**src/rtl/crcx_pkg.sv**
```systemverilog
package crcx_pkg;
  localparam logic [31:0] CRCX_POLY = 32'h82F63B78;
  localparam logic [31:0] CRCX_INIT = 32'hFFFFFFFF;

  typedef enum logic [2:0] {
    PH_IDLE = 3'd0,
    PH_DATA = 3'd1,
    PH_TIN  = 3'd2,
    PH_TOUT = 3'd3,
    PH_FIN  = 3'd4
  } phase_t;

  // Fold one byte into a reflected CRC register, LSB first.
  function automatic logic [31:0] crc_fold(input logic [31:0] c,
                                           input logic [7:0]  b,
                                           input logic [31:0] poly);
    logic [31:0] r;
    r = c ^ {24'd0, b};
    for (int k = 0; k < 8; k++) begin
      r = r[0] ? ((r >> 1) ^ poly) : (r >> 1);
    end
    return r;
  endfunction

  // Checksum value to wire order: low byte first in the top lane.
  function automatic logic [31:0] to_wire(input logic [31:0] v);
    return {v[7:0], v[15:8], v[23:16], v[31:24]};
  endfunction
endpackage

```
**src/rtl/crcx_engine.sv**
```systemverilog
module crcx_engine #(
  parameter logic [31:0] POLY = crcx_pkg::CRCX_POLY
) (
  input  logic        clk,
  input  logic        rst_n,
  input  logic        load,
  input  logic [31:0] seed,
  input  logic        step,
  input  logic [7:0]  din,
  output logic [31:0] crc_fin
);
  logic [31:0] crc_q;

  always_ff @(posedge clk or negedge rst_n) begin
    if (!rst_n)    crc_q <= '0;
    else if (load) crc_q <= seed;
    else if (step) crc_q <= crcx_pkg::crc_fold(crc_q, din, POLY);
  end

  assign crc_fin = ~crc_q;
endmodule

```
**src/rtl/crcx_tail.sv**
```systemverilog
module crcx_tail #(
  parameter int TAIL_BYTES = 4
) (
  input  logic                      clk,
  input  logic                      rst_n,
  input  logic                      clr,
  input  logic                      shift,
  input  logic [7:0]                din,
  input  logic [$clog2(TAIL_BYTES)-1:0] sel,
  input  logic [8*TAIL_BYTES-1:0]   value,
  output logic [8*TAIL_BYTES-1:0]   exp_q,
  output logic [7:0]                byte_o
);
  localparam int TW = 8 * TAIL_BYTES;

  // First byte received ends up as the least significant byte.
  always_ff @(posedge clk or negedge rst_n) begin
    if (!rst_n)     exp_q <= '0;
    else if (clr)   exp_q <= '0;
    else if (shift) exp_q <= {din, exp_q[TW-1:8]};
  end

  logic [7:0] lanes [TAIL_BYTES];
  for (genvar g = 0; g < TAIL_BYTES; g++) begin : g_lane
    assign lanes[g] = value[8*g +: 8];
  end
  assign byte_o = lanes[sel];
endmodule

```
**src/rtl/crcx_ctrl.sv**
```systemverilog
module crcx_ctrl
  import crcx_pkg::*;
#(
  parameter int LEN_W      = 16,
  parameter int TAIL_BYTES = 4,
  localparam int IW        = $clog2(TAIL_BYTES)
) (
  input  logic             clk,
  input  logic             rst_n,
  input  logic             cmd_valid,
  input  logic [LEN_W-1:0] cmd_len,
  input  logic             cmd_copy,
  input  logic             cmd_store,
  input  logic             cmd_test,
  input  logic             cmd_inline,
  input  logic [31:0]      cmd_expect,
  input  logic             in_fire,
  input  logic             out_fire,
  input  logic [31:0]      crc_fin,
  input  logic [31:0]      tail_exp,
  output logic             cmd_ready,
  output logic             accept,
  output phase_t           ph,
  output logic             copy_q,
  output logic [IW-1:0]    idx_q,
  output logic             done,
  output logic             err,
  output logic             cmd_bad,
  output logic [31:0]      res_crc
);
  localparam logic [IW-1:0] IDX_LAST = IW'(TAIL_BYTES - 1);

  phase_t           ph_n;
  logic [LEN_W-1:0] cnt_q;
  logic             store_q, test_q, inl_q, bad_q;
  logic [31:0]      oob_q;
  logic             cmd_is_bad;
  phase_t           after_data_cmd, after_data_reg;

  assign cmd_ready  = (ph == PH_IDLE);
  assign accept     = cmd_valid && cmd_ready;
  assign cmd_is_bad = (cmd_store && cmd_test) || (cmd_inline && !cmd_store && !cmd_test);

  // Phase after the payload, from the command fields or the held copy.
  always_comb begin
    after_data_cmd = PH_FIN;
    if (cmd_inline && cmd_test)       after_data_cmd = PH_TIN;
    else if (cmd_inline && cmd_store) after_data_cmd = PH_TOUT;
    after_data_reg = PH_FIN;
    if (inl_q && test_q)              after_data_reg = PH_TIN;
    else if (inl_q && store_q)        after_data_reg = PH_TOUT;
  end

  always_comb begin
    ph_n = ph;
    unique case (ph)
      PH_IDLE: if (accept) begin
        if (cmd_is_bad)          ph_n = PH_FIN;
        else if (cmd_len != '0)  ph_n = PH_DATA;
        else                     ph_n = after_data_cmd;
      end
      PH_DATA: if (in_fire && cnt_q == LEN_W'(1)) ph_n = after_data_reg;
      PH_TIN:  if (in_fire && idx_q == IDX_LAST)  ph_n = PH_FIN;
      PH_TOUT: if (out_fire && idx_q == IDX_LAST) ph_n = PH_FIN;
      PH_FIN:  ph_n = PH_IDLE;
      default: ph_n = PH_IDLE;
    endcase
  end

  always_ff @(posedge clk or negedge rst_n) begin
    if (!rst_n) begin
      ph      <= PH_IDLE;
      cnt_q   <= '0;
      idx_q   <= '0;
      copy_q  <= 1'b0;
      store_q <= 1'b0;
      test_q  <= 1'b0;
      inl_q   <= 1'b0;
      bad_q   <= 1'b0;
      oob_q   <= '0;
    end else begin
      ph <= ph_n;
      if (accept) begin
        cnt_q   <= cmd_len;
        idx_q   <= '0;
        copy_q  <= cmd_copy;
        store_q <= cmd_store;
        test_q  <= cmd_test;
        inl_q   <= cmd_inline;
        bad_q   <= cmd_is_bad;
        oob_q   <= cmd_expect;
      end else begin
        if (ph == PH_DATA && in_fire) cnt_q <= cnt_q - LEN_W'(1);
        if ((ph == PH_TIN && in_fire) || (ph == PH_TOUT && out_fire))
          idx_q <= idx_q + IW'(1);
      end
    end
  end

  // Completion flags: set in the finish phase, cleared on the next command.
  always_ff @(posedge clk or negedge rst_n) begin
    if (!rst_n) begin
      done    <= 1'b0;
      err     <= 1'b0;
      cmd_bad <= 1'b0;
      res_crc <= '0;
    end else if (accept) begin
      done    <= 1'b0;
      err     <= 1'b0;
      cmd_bad <= 1'b0;
      res_crc <= '0;
    end else if (ph == PH_FIN) begin
      done    <= 1'b1;
      cmd_bad <= bad_q;
      err     <= !bad_q && test_q && (crc_fin != (inl_q ? tail_exp : oob_q));
      res_crc <= (!bad_q && store_q && !inl_q) ? to_wire(crc_fin) : '0;
    end
  end
endmodule

```
**src/rtl/crcx_stream_unit.sv**
```systemverilog
module crcx_stream_unit
  import crcx_pkg::*;
#(
  parameter int          LEN_W      = 16,
  parameter int          TAIL_BYTES = 4,
  parameter logic [31:0] POLY       = CRCX_POLY,
  parameter logic [31:0] INIT       = CRCX_INIT
) (
  input  logic             clk,
  input  logic             rst_n,
  input  logic             cmd_valid,
  output logic             cmd_ready,
  input  logic [LEN_W-1:0] cmd_len,
  input  logic             cmd_copy,
  input  logic             cmd_store,
  input  logic             cmd_test,
  input  logic             cmd_inline,
  input  logic             cmd_seed_en,
  input  logic [31:0]      cmd_seed,
  input  logic [31:0]      cmd_expect,
  input  logic             in_valid,
  output logic             in_ready,
  input  logic [7:0]       in_data,
  output logic             out_valid,
  input  logic             out_ready,
  output logic [7:0]       out_data,
  output logic             done,
  output logic             err,
  output logic             cmd_bad,
  output logic [31:0]      res_crc
);
  localparam int IW = $clog2(TAIL_BYTES);

  phase_t        ph;
  logic          accept, copy_q, in_fire, out_fire;
  logic [IW-1:0] idx_q;
  logic [31:0]   crc_fin, tail_exp;
  logic [7:0]    tail_byte;

  always_comb begin
    in_ready  = 1'b0;
    out_valid = 1'b0;
    out_data  = in_data;
    unique case (ph)
      PH_DATA: begin
        in_ready  = copy_q ? out_ready : 1'b1;
        out_valid = copy_q && in_valid;
      end
      PH_TIN:  in_ready = 1'b1;
      PH_TOUT: begin
        out_valid = 1'b1;
        out_data  = tail_byte;
      end
      default: ;
    endcase
  end

  assign in_fire  = in_valid && in_ready;
  assign out_fire = out_valid && out_ready;

  crcx_ctrl #(.LEN_W(LEN_W), .TAIL_BYTES(TAIL_BYTES)) u_ctrl (
    .clk(clk), .rst_n(rst_n),
    .cmd_valid(cmd_valid), .cmd_len(cmd_len), .cmd_copy(cmd_copy),
    .cmd_store(cmd_store), .cmd_test(cmd_test), .cmd_inline(cmd_inline),
    .cmd_expect(cmd_expect), .in_fire(in_fire), .out_fire(out_fire),
    .crc_fin(crc_fin), .tail_exp(tail_exp), .cmd_ready(cmd_ready),
    .accept(accept), .ph(ph), .copy_q(copy_q), .idx_q(idx_q),
    .done(done), .err(err), .cmd_bad(cmd_bad), .res_crc(res_crc)
  );

  crcx_engine #(.POLY(POLY)) u_engine (
    .clk(clk), .rst_n(rst_n), .load(accept),
    .seed(cmd_seed_en ? cmd_seed : INIT),
    .step(ph == PH_DATA && in_fire), .din(in_data), .crc_fin(crc_fin)
  );

  crcx_tail #(.TAIL_BYTES(TAIL_BYTES)) u_tail (
    .clk(clk), .rst_n(rst_n), .clr(accept),
    .shift(ph == PH_TIN && in_fire), .din(in_data),
    .sel(idx_q), .value(crc_fin), .exp_q(tail_exp), .byte_o(tail_byte)
  );
endmodule

```
**config.mk**
```make
export PLATFORM = sky130hd
export DESIGN_NAME = crcx_stream_unit
export DESIGN_NICKNAME = d
export VERILOG_FILES = /design/src/rtl/crcx_pkg.sv /design/src/rtl/crcx_engine.sv /design/src/rtl/crcx_tail.sv /design/src/rtl/crcx_ctrl.sv /design/src/rtl/crcx_stream_unit.sv
export SDC_FILE = /design/constraint.sdc
export NUM_CORES = 1
export LEC_CHECK = 0
export CAP_MARGIN = 10
export CORE_UTILIZATION = 65
export CTS_BUF_LIST = sky130_fd_sc_hd__clkbuf_4 sky130_fd_sc_hd__clkbuf_8
export CTS_CLUSTER_DIAMETER = 50
export DETAILED_ROUTE_END_ITERATION = 10
export DONT_BUFFER_PORTS = 1
export PLACE_DENSITY_LB_ADDON = 0.2
export SLEW_MARGIN = 5
export SYNTH_ARGS = -nofsm -noshare
export SYNTH_HDL_FRONTEND = slang
export SYNTH_SLANG_ARGS = --single-unit
```
**constraint.sdc**
```tcl
create_clock -name clk -period 3 [get_ports clk]
set_clock_uncertainty 0.05 [all_clocks]
set_input_delay 0.3 -clock clk [delete_from_list [all_inputs] [get_ports clk]]
set_output_delay 0.3 -clock clk [all_outputs]
set_load 0.03 [all_outputs]
```
After elaboration in Yosys (flattened, before gate mapping)
Index checks and enable logic that the tools add are counted.
{ "op_classes": {"order_cmp": 1, "eq_ne": 11, "addsub": 2, "bitwise_logic": 11, "n_reduce_logical": 34, "muxes": 45} }
{ "ops": {"columns": ["operator", "count"], "rows": [
  ["two-way mux 32 bit", 17],
  ["inverter 16 -> 17 bit", 8],
  ["two-way mux 16 bit", 2],
  ["!= test 32 bit", 1],
  ["inverter 32 bit", 1],
  ["XOR 32 x 8 -> 32 bit", 1],
  ["two-way mux 3 bit", 10],
  ["two-way mux 8 bit", 3],
  ["logical AND 1 bit", 21],
  ["binary-select mux 8 bit (select 2 bit)", 1],
  ["== test 16 x 1 -> 1 bit (second input constant)", 1],
  ["nonzero test 16 bit", 1],
  ["subtractor 16 x 1 -> 16 bit (second input constant)", 1],
  ["one-hot mux 3 bit (4 select lines)", 1],
  ["nonzero test 2 bit", 4],
  ["two-way mux 1 bit", 7],
  ["== test 3 x 2 -> 1 bit (second input constant)", 2],
  ["!= test 2 x 1 -> 1 bit (second input constant)", 3],
  ["zero test 1 bit", 4],
  ["two-way mux 2 bit", 2],
  ["one-hot mux 1 bit (2 select lines)", 2],
  ["AND reduction 4 bit", 1],
  ["== test 3 x 1 -> 1 bit (second input constant)", 1],
  ["== test 3 bit (second input constant)", 1],
  ["other kinds (7)", 8]
]} }
{ "word_totals": {"regBits": 157, "elab_cells": 119, "input_bits": 98} }

Logic depth before layout (Yosys ltp)
Gate-level depths: netlist (run 1).
{ "logic_depth": {"depth_word": 19, "mapped_depth": 8, "mapped_depth_nobuf": 7} }

Hierarchy
From an unflattened synthesis (run 1), not the netlist that was laid out.
{ "hier_totals": {"hier_cells": 886, "area_unflattened_um2": 9097.5} }
{ "modules_own_cells": {"columns": ["mod", "instances", "area_per_inst_um2", "cells_per_inst", "seq_area_each_um2"], "rows": [
  ["crcx_ctrl", 1, 4588.2, 466, 2327.2],
  ["crcx_engine", 1, 2616.3, 251, 800.8],
  ["crcx_tail", 1, 1487.7, 113, 800.8],
  ["crcx_stream_unit", 1, 405.4, 56, 0.0]
]} }

Worst setup path before layout (run 1)
No wires, ideal clock.
{ "synth_timing": {"path_kind": "register to register", "from": "reg u_ctrl.ph[2]", "to": "reg u_ctrl.cnt_q[5]", "required_time_ps": 2816, "path_stages_with_launch": 9, "slack_ps": 399, "t_arrival_ps": 2418, "n_path_buf": 3, "path_cell_list": "dfrtp_1 clkbuf_1 nor3_1 and2_1 clkbuf_1 nor2_1 clkbuf_1 o21ai_0 o211ai_1"} }
{ "synth_lines": {"columns": ["item", "line", "source"], "rows": [
  ["start, declared", "crcx_ctrl.sv:23", "output phase_t ph,"],
  ["start signal, assigned", "crcx_ctrl.sv:82", "ph <= ph_n;"],
  ["zero test 3 bit (*)", "crcx_ctrl.sv:40", "assign cmd_ready = (ph == PH_IDLE);"],
  ["via cmd_ready", "crcx_stream_unit.sv:12", "output logic cmd_ready,"],
  ["logical AND 1 bit (*)", "crcx_ctrl.sv:41", "assign accept = cmd_valid && cmd_ready;"],
  ["two-way mux 16 bit / nonzero test 2 bit (equally long branches)", null, null],
  ["end signal, assigned", "crcx_ctrl.sv:84", "cnt_q <= cmd_len;"],
  ["end signal, assigned", "crcx_ctrl.sv:93", "if (ph == PH_DATA && in_fire) cnt_q <= cnt_q - LEN_W'(1);"],
  ["end, declared", "crcx_ctrl.sv:34", "logic [LEN_W-1:0] cnt_q;"]
]} }
The timed path passes the listed nets; every way through them passes the cells marked *.
A chain may end at the register's enable or synchronous reset.

Worst setup path in the final report (run 1)
{ "layout_timing": {"from": "reg u_ctrl.ph[0]", "to": "out out_data[6]"} }
{ "layout_between": {"elab_chain_cells": 2} }
{ "layout_rtl": {"columns": ["item", "line", "source"], "rows": [
  ["== test 3 x 2 -> 1 bit", "crcx_stream_unit.sv:44", "unique case (ph)"],
  ["two-way mux 8 bit", "crcx_stream_unit.sv:44", null],
  ["end, declared", "crcx_stream_unit.sv:26", "output logic [7:0] out_data,"]
]} }
No other way between the ends.

==> results of run 1 <==
state kept, by name, indices dropped and copies added (netlist names), 2 cells and up:
signal / cells
u_engine.crc_q: 32
u_ctrl.cnt_q: 16
u_tail.exp_q: 32
u_ctrl.oob_q: 32
u_ctrl.res_crc: 32
u_ctrl.ph: 3
u_ctrl.idx_q: 2
cells by family after synthesis:
| family | after synthesis | share of synthesized area [%] |
|---|---|---|
| and+or+nand+nor | 366 | 18.1 |
| muxes | 43 | 6.31 |
| AOI/OAI and AO/OA | 173 | 11.8 |
| xor gates and xnor gates | 110 | 14.3 |
| adders and majority gates | 3 | 0.441 |
| buffers and inverters | 64 | 2.88 |
| DFF | 157 | 46.1 |
what timing repair did:
item	in CTS	in global routing
hold buffers	88	1
endpoints found under the hold margin	245	158
endpoints found under the setup margin	0	0
cells in the final DEF, fill, tap and decap left out, types with 4 or more instances in the layout:
cell type	instances
a21oi_1	27
a31oi_1	10
buf_4	23
clkbuf_8	18
dfrtp_1	157
dlygate4sd3_1	89
inv_1	6
inv_6	4
mux2i_1	33
mux4_2	7
nand2_1	274
nand3_1	7
nand4_1	10
nor2_1	17
nor3_1	25
nor4_1	10
o211ai_1	19
o21ai_0	93
o311ai_0	7
o31a_1	4
xnor2_1	76
xnor2_2	4
xnor3_1	8
xor2_1	15
worst max-delay path: cells and delay by family, from the launching register on:
family | cells | cell delay (ns)
buf+inv | 2 | 0.42
simple gates | 1 | 0.47
compound gates | 1 | 0.33
flops | 1 | 0.61
synthesized netlist by cell type (all sizes together), types with 2 or more instances:
cell type,number,share of area (%)
nand3b,2,0.18
nand2,275,12
or3,3,0.22
nand2b,2,0.15
o31ai,2,0.18
nor3,25,1.5
ha,3,0.44
nor2b,3,0.22
o31a,6,0.65
or2,2,0.15
nand4,10,0.73
a32o,2,0.24
nor2,17,0.75
xor2,18,2.4
nand3,7,0.41
a221o,2,0.24
dfrtp,157,46
inv,6,0.26
or4,3,0.26
o21ai,96,5.6
xnor2,81,8.9
xnor3,10,2.7
buf,14,0.68
a31oi,10,0.73
a21oi,27,1.6
nor4,10,0.73
clkbuf,44,1.9
mux2,2,0.26
mux4,8,2.2
o211ai,19,1.7
o311ai,7,0.72
mux2i,33,3.9
cell type report:
type                    instances  area, µm²  area share [%]
multi-input cells             695       4360            43.4
flip-flops and latches        157       3930            39.2
repair buffers                115       1120            11.2
clock buffers                  19        255            2.54
well taps                     172        215            2.14
clock inverters                13        133            1.32
inverters                       6       22.5           0.224
power by group:
| group | internal, mW | leakage [nW] | switching [mW] |
|---|---|---|---|
| registers | 2.81 | 2.00 | 1.22 |
| logic | 3.21 | 2.15 | 3.38 |
| clock network | 0.708 | 0.191 | 0.879 |
per-stage QoR:
| stage | instances | power (mW) | instance area (µm²) | setup WS, ns | util, % |
|---|---|---|---|---|---|
| finish | 1177 | 12.2 | 10000 | 0.333 | 79.2 |
| global route | 1177 | 12.9 | 10000 | 0.224 | 79.2 |
| CTS | 1176 | 12.0 | 10000 | 0.356 | 79.1 |
| detailed placement | 1056 | 10.3 | 8760 | 0.503 | 69.1 |
| global placement | 1056 | 10.2 | 8760 | 0.574 | 69.1 |
| floorplan | 916 | 8.74 | 8510 | 0.399 | - |
worst max path at each step:
stage / from / endpoint / slack (ns) / depth (start not counted)
5_1_grt: u_ctrl.idx_q[1]$_DFFE_PN0P_ / out_data[6] / 0.22 / 3
6_report: u_ctrl.ph[0]$_DFFE_PN0P_ / out_data[6] / 0.33 / 4
2_1_floorplan: u_ctrl.ph[2]$_DFFE_PN0P_ / u_ctrl.cnt_q[5]$_DFFE_PN0P_ / 0.40 / 8
3_3_place_gp: u_engine.crc_q[7]$_DFFE_PN0P_ / u_engine.crc_q[6]$_DFFE_PN0P_ / 0.57 / 6
3_5_place_dp: u_ctrl.cnt_q[8]$_DFFE_PN0P_ / u_ctrl.cnt_q[14]$_DFFE_PN0P_ / 0.50 / 5
4_1_cts: u_ctrl.idx_q[1]$_DFFE_PN0P_ / out_data[2] / 0.36 / 3
metal layers:
layer	vias up	routed length, µm	GRT usage, %
met5	-	0	0
met4	0	688	13.3
met3	65	2430	9.81
met2	433	12500	66.4
met1	3607	10400	52.2
li1	3268	-	-
==> impl_metrics.yaml, run 1 <==
run_status:
  status: "finished, violations left"
  violations: "hold timing"
placement:
  port_buffers: 0
  post-dp-hpwl_mm: 16.7
  gp_congestion: 0.994
final_layout:
  syn2layout_area_growth_pct: 17.9
  drive_gt1_share_pct: 8.66
  nFillCells: 835
  num_antenna_cells: 0
  nNetsFinal: 1093
route:
  drt-total-wl_mm: 26.0
  drtIter0Drc: 797
  final_antenna_net_count: 0
  first_pass_iters: 7
  drc: 0
  wire_per_inst_um: 22.1
  via_count: 7373
  viasPerCell: 6.26
yosys:
  syn_nets: 1017
  synth-main-ff-cell: "dfrtp_1"
  synth_warnings: 0
  syn-instance-count: 916
  async_flop_share_pct: 100
  ys_seq_area_share_pct: 46.1
  ys_ff_latch: 157
  netlist_area_mm2: 0.00851
  synth_edf_count: 0
  avgSynthCellArea_um2: 9.29
  synth.distinct_cells: 51
pwr:
  power.density_mw_per_mm2: 1220
  peakVddDrop_uv: 1040
  p_leak_nw: 4.34
clocking:
  clk_latency_ns: 0.48
  cts-root-buf: "clkbuf_8"
  cts_max_level: 4
  cts_resized: 0
  cts_tree: "done"
  clk_pin_slew_worst_paths_ns: 0.08
  cts_made_buffers: 17
  postCtsSetupBuffers: 0
  cts_buffer_depth: 2
  cts.sinks: 157
critical_path:
  r2r_setup_slack_ns: 0.41
  cp-start-kind: "register"
  path_class: "reg2out"
  cp_max_fo: 17
  slowest_delay_ns: 0.61
  required_ns: 2.65
  arrival_ns: 2.32
  cp-end-kind: "output pin"
  reg2reg_from: "u_ctrl.cnt_q[8]$_DFFE_PN0P_"
  worst_r2r_path_depth: 5
  worstPathCellList: "inv_1, or2_2, o21ai_0, buf_4"
  cp_slowest_cell: "dfrtp_1"
  r2r-end: "u_ctrl.cnt_q[14]$_DFFE_PN0P_"
min_path:
  min-delay-path-class: "in2async"
sta:
  finalSetupViolCount: 0
  setup-tns-final_ns: 0
  min_period_over_period_pct: 88.9
  hold_ws_ns: -0.538
  max_freq_mhz: 375
  fin_crit_ns: 2.67
  hold_violations: 157
  slew_headroom_pct: 39.4
  rsz0062_at_grt: "false"
  slew_viol_final: 0
  worst_pin_slew_ns: 0.908
die:
  rows: 41
  ios: 144
  core-area_mm2: 0.0127
  initial_core_util_pct: 67.2
  die_h_um: 116
  dieArea_mm2: 0.0136
  die_width_um: 116
flow_run:
  drv_cap: 0
global_routing:
  antenna_found_initial: 0
  grt_pass1_vias: 7201
  globalRouteOverflowTotal: 0
  grt_pass1_wl_mm: 39.8
  track_usage_pct: 40.2
  grt_max_degree: 158
(Power assumes the default switching activity.)
==> inputs of run 2 (changes only) <==
--- a/config.mk
+++ b/config.mk
@@ -6,7 +6,9 @@
 export NUM_CORES = 1
 export LEC_CHECK = 0
 export CAP_MARGIN = 10
-export CORE_UTILIZATION = 65
+export CELL_PAD_IN_SITES_DETAIL_PLACEMENT = 1
+export CELL_PAD_IN_SITES_GLOBAL_PLACEMENT = 1
+export CORE_UTILIZATION = 50
 export CTS_BUF_LIST = sky130_fd_sc_hd__clkbuf_4 sky130_fd_sc_hd__clkbuf_8
 export CTS_CLUSTER_DIAMETER = 50
 export DETAILED_ROUTE_END_ITERATION = 10
==> run 2 against run 1 <==
Clock-buffer cell count up 1. The run still ends with hold timing left. Wire length increased by 13%. Critical path type unchanged. First-iteration DRC count down 33%. Clock power grew 4%.
==> impl_metrics.yaml, run 2 (same netlist as run 1, synthesis figures left out) <==
die:
  die_width_um: 132
  rows: 47
  core-area_mm2: 0.0166
  initial_core_util_pct: 51.3
  dieArea_mm2: 0.0176
  ios: 144
  die_h_um: 132
sta:
  hold_violations: 157
  min_period_over_period_pct: 88.3
  fin_crit_ns: 2.65
  finalSetupViolCount: 0
  max_freq_mhz: 377
  slew_viol_final: 0
  setup-tns-final_ns: 0
  slew_headroom_pct: 34.9
  worst_pin_slew_ns: 0.975
  hold_ws_ns: -0.536
  rsz0062_at_grt: "false"
flow_run:
  drv_cap: 0
final_layout:
  final_cell_mix: "nand2_1 (274), dfrtp_1 (157), o21ai_0 (93)"
  syn2layout_area_growth_pct: 18.5
  nFillCells: 1902
  final_common_cell: "nand2_1"
  final_core_utilization_pct: 60.8
  stdcell_count: 1229
  design_area_mm2: 0.0101
  nNetsFinal: 1094
  drive_gt1_share_pct: 8.95
clocking:
  clk_latency_ns: 0.47
  cts_max_level: 4
  clk_pin_slew_worst_paths_ns: 0.09
  cts.sinks: 157
  cts_resized: 0
  cts-root-buf: "clkbuf_8"
  cts_buffer_depth: 2
  cts_made_buffers: 17
  cts_hold_buf: 87
  cts_tree: "done"
critical_path:
  cp_max_fo: 17
  worstPathCellList: "inv_1, or2_2, o21ai_0, buf_4"
  arrival_ns: 2.30
  r2r_setup_slack_ns: 0.40
  path_class: "reg2out"
  slowest_delay_ns: 0.66
  cp_slowest_cell: "dfrtp_1"
  required_ns: 2.65
  cp-end-kind: "output pin"
  cp-start-kind: "register"
route:
  drt-total-wl_mm: 29.3
  drtIter0Drc: 531
  drc: 0
  via_count: 7403
  first_pass_iters: 5
  wire_per_inst_um: 23.9
  final_antenna_net_count: 0
  viasPerCell: 6.02
min_path:
  min-delay-path-class: "in2async"
pwr:
  peakVddDrop_uv: 711
  power.internal_mw: 6.80
  switchingPower_mw: 5.61
  p_total_mw: 12.4
  pwr-share-seq_pct: 33.1
  switching_share_pct: 45.2
  combPwrFrac_pct: 53.6
  power.density_mw_per_mm2: 1230
  power_frac_clock_pct: 13.3
  p_leak_nw: 4.35
placement:
  post-dp-hpwl_mm: 19.8
  port_buffers: 0
  gp_congestion: 0.947
  placedCellCount: 1107
  dpl-instance-area_mm2: 0.00881
global_routing:
  grt_pass1_vias: 7909
  globalRouteOverflowTotal: 0
  track_usage_pct: 35.1
  grt_pass1_wl_mm: 46.2
  antenna_found_initial: 2
  grt_max_degree: 158
run_status:
  status: "finished, violations left"
  violations: "hold timing"
## run 2: power groups by stage
stage	sequential [mW]	combinational [mW]	clock, mW
3_5_place_dp	4.09	6.40	0
6_report	4.10	6.66	1.65
2_1_floorplan	3.52	5.22	0
3_3_place_gp	4.05	6.21	0
4_1_cts	4.06	6.59	1.67
5_1_grt	4.15	7.15	1.76
## run 2: area by class of cell
| type | instances | area, µm² | area share, % |
|---|---|---|---|
| Antenna cell | 3 | 7.51 | 0.0744 |
| Clock buffer | 20 | 263 | 2.60 |
| Clock inverter | 12 | 136 | 1.35 |
| Inverter | 6 | 22.5 | 0.223 |
| Multi-Input combinational cell | 695 | 4360 | 43.2 |
| Sequential cell | 157 | 3930 | 38.9 |
| Tap cell | 220 | 275 | 2.73 |
| Timing Repair Buffer | 116 | 1100 | 10.9 |
## run 2: metrics by stage
step           setup slack [ns]  hold slack, ns
2_1_floorplan             0.399         -0.0456
3_3_place_gp              0.545         -0.0420
3_5_place_dp              0.499         -0.0425
4_1_cts                   0.366          -0.558
5_1_grt                   0.253          -0.570
6_report                  0.350          -0.536
## run 2: repair_timing
item,4_1_cts,5_1_grt
buffers inserted,0,0
setup endpoints to repair,0,0
endpoints found under the hold margin,244,157
## run 2: metal layers
metal	up-vias	part of all wire (%)	GRT usage (%)
li1	3283	-	-
met4	0	2.5	10.8
met5	-	0	0
met3	56	6.7	7.55
met1	3778	43	47.3
met2	286	47	56.9
## run 2: final timing paths
kind | to | start | cells past startpoint
max | out_data[0] | u_ctrl.ph[0]$_DFFE_PN0P_ | 4
min | u_ctrl.res_crc[8]$_DFFE_PN0P_ | rst_n | 0
max reg2reg | u_ctrl.cnt_q[14]$_DFFE_PN0P_ | u_ctrl.cnt_q[8]$_DFFE_PN0P_ | 5
min reg2reg | u_ctrl.oob_q[15]$_DFFE_PN0P_ | u_ctrl.oob_q[15]$_DFFE_PN0P_ | 2
max in group asynchronous | u_ctrl.oob_q[17]$_DFFE_PN0P_ | rst_n | 0
min in group clk | u_engine.crc_q[27]$_DFFE_PN0P_ | cmd_seed[27] | 2
## run 2: critical path: cells and delay by family (launching register included)
kind | cells | cell delay [ns]
AO/OA/AOI/OAI | 1 | 0.28
AND/OR/NAND/NOR | 1 | 0.48
buffers and inverters | 2 | 0.41
flip-flops | 1 | 0.66
==> inputs of run 3 (changes only) <==
--- a/config.mk
+++ b/config.mk
@@ -8,6 +8,7 @@
 export CAP_MARGIN = 10
 export CELL_PAD_IN_SITES_DETAIL_PLACEMENT = 1
 export CELL_PAD_IN_SITES_GLOBAL_PLACEMENT = 1
+export CORE_MARGIN = 5
 export CORE_UTILIZATION = 50
 export CTS_BUF_LIST = sky130_fd_sc_hd__clkbuf_4 sky130_fd_sc_hd__clkbuf_8
 export CTS_CLUSTER_DIAMETER = 50
==> run 3 against run 2 <==
The run still ends with hold timing left. Utilization up 0.17 points. Highest routed layer unchanged. Global-route usage down 3.7 points. Critical path type is now reg2reg. Largest cell class unchanged. Worst hold slack worse by 0.016 ns.
==> impl_metrics.yaml, run 3 (same netlist as run 1, synthesis figures left out) <==
sta:
  slew_headroom_pct: 33.6
  fin_crit_ns: 2.69
  hold_ws_ns: -0.551
  slew_viol_final: 0
  max_freq_mhz: 372
  rsz0062_at_grt: "false"
  setup-tns-final_ns: 0
  hold_violations: 157
  finalSetupViolCount: 0
  min_period_over_period_pct: 89.6
  worst_pin_slew_ns: 0.995
placement:
  gp_congestion: 0.925
  post-dp-hpwl_mm: 20.4
  placedCellCount: 1108
  dpl-instance-area_mm2: 0.00885
  port_buffers: 0
final_layout:
  nFillCells: 1866
  design_area_mm2: 0.0102
  nNetsFinal: 1096
  final_cell_mix: "nand2_1 (274), dfrtp_1 (157), o21ai_0 (93)"
  syn2layout_area_growth_pct: 19.3
  final_core_utilization_pct: 61.0
  drive_gt1_share_pct: 9.03
  stdcell_count: 1228
  final_common_cell: "nand2_1"
  num_antenna_cells: 0
global_routing:
  grt_pass1_wl_mm: 47.3
  antenna_found_initial: 0
  track_usage_pct: 31.4
  grt_max_degree: 158
  grt_pass1_vias: 7936
  globalRouteOverflowTotal: 0
route:
  first_pass_iters: 5
  via_count: 7372
  wire_per_inst_um: 24.5
  drt-total-wl_mm: 30.1
  drtIter0Drc: 561
  viasPerCell: 6.00
  drc: 0
  final_antenna_net_count: 0
clocking:
  clk_latency_ns: 0.48
  cts_max_level: 4
  cts_buffer_depth: 2
  clk_pin_slew_worst_paths_ns: 0.10
  cts.sinks: 157
  cts_tree: "done"
  cts-root-buf: "clkbuf_8"
  cts_hold_buf: 88
  cts_made_buffers: 17
min_path:
  min-delay-path-class: "in2async"
critical_path:
  cp_max_fo: 27
  arrival_ns: 2.95
  crit_end: "u_ctrl.cnt_q[7]$_DFFE_PN0P_"
  crit_family: "simple AND/OR/NAND/NOR gates"
  r2r_setup_slack_ns: 0.31
  path_class: "reg2reg"
  cp-end-kind: "register"
  critPathBufInv: 1
  r2r-end: "u_ctrl.cnt_q[7]$_DFFE_PN0P_"
  cp.depth: 6
  worst_r2r_path_depth: 6
  required_ns: 3.26
  startpoint: "u_ctrl.ph[2]$_DFFE_PN0P_"
  reg2reg_from: "u_ctrl.ph[2]$_DFFE_PN0P_"
  cp_slowest_cell: "o311ai_0"
  worstPathCellList: "nor2_1, and4_1, buf_4, nand2_1, o311ai_0, o211ai_1"
  slowest_delay_ns: 0.54
  cp-start-kind: "register"
pwr:
  power_frac_clock_pct: 13.8
  power.density_mw_per_mm2: 1230
  switching_share_pct: 46.1
  p_leak_nw: 4.38
  power.internal_mw: 6.75
  combPwrFrac_pct: 53.2
  p_total_mw: 12.5
  peakVddDrop_uv: 658
  switchingPower_mw: 5.76
  pwr-share-seq_pct: 33.0
die:
  core-area_mm2: 0.0166
  ios: 144
  dieArea_mm2: 0.0197
  rows: 47
  die_h_um: 140
  initial_core_util_pct: 51.2
  die_width_um: 140
run_status:
  violations: "hold timing"
  status: "finished, violations left"
flow_run:
  drv_cap: 0
[run 3: worst register-to-register path, stage by stage (launching register included)]
cell	delay, ns
dfrtp_1	0.52
nor2_1	0.28
and4_1	0.27
buf_4	0.33
nand2_1	0.32
o311ai_0	0.54
o211ai_1	0.22
[run 3: area by class of cell]
cell class	count	area [µm²]	share of cell area (%)
clock inverter	15	194	1.91
multi-input combinational	695	4360	42.9
sequential	157	3930	38.7
tap	220	275	2.71
clock buffer	17	234	2.30
inverter	6	22.5	0.222
timing repair buffer	118	1140	11.3
[run 3: timing repair]
item / 4_1_cts / 5_1_grt
gates resized for setup: 0 / 0
buffers inserted: 0 / 0
endpoints found under the hold margin: 245 / 157
[run 3: worst min-delay path by stage]
stage | startpoint | endpoint
after floorplan | rst_n | u_ctrl.bad_q$_DFFE_PN0P_
after global placement | rst_n | u_ctrl.res_crc[9]$_DFFE_PN0P_
after detailed placement | rst_n | u_engine.crc_q[16]$_DFFE_PN0P_
after CTS | rst_n | u_engine.crc_q[16]$_DFFE_PN0P_
after global routing | rst_n | u_ctrl.res_crc[9]$_DFFE_PN0P_
final | rst_n | u_ctrl.res_crc[9]$_DFFE_PN0P_
[run 3: routing by layer]
metal	part of all wire (%)	GRT usage, %
met1	44	42.9
met2	47	49.9
met3	6.6	6.95
met4	2.4	9.94
met5	0	0
[run 3: through the flow]
step           hold slack, ns  setup slack [ns]
4_1_cts                -0.575             0.348
2_1_floorplan         -0.0456             0.399
5_1_grt                -0.585            0.0245
6_report               -0.551             0.313
3_5_place_dp          -0.0401             0.452
3_3_place_gp          -0.0414             0.467
[run 3: power by group through the flow]
stage	Sequential, mW	Clock [mW]	Combinational, mW
CTS	4.09	1.74	6.61
global placement	4.07	0	6.29
global route	4.18	1.86	7.23
detailed placement	4.12	0	6.46
floorplan	3.52	0	5.22
finish	4.13	1.73	6.65
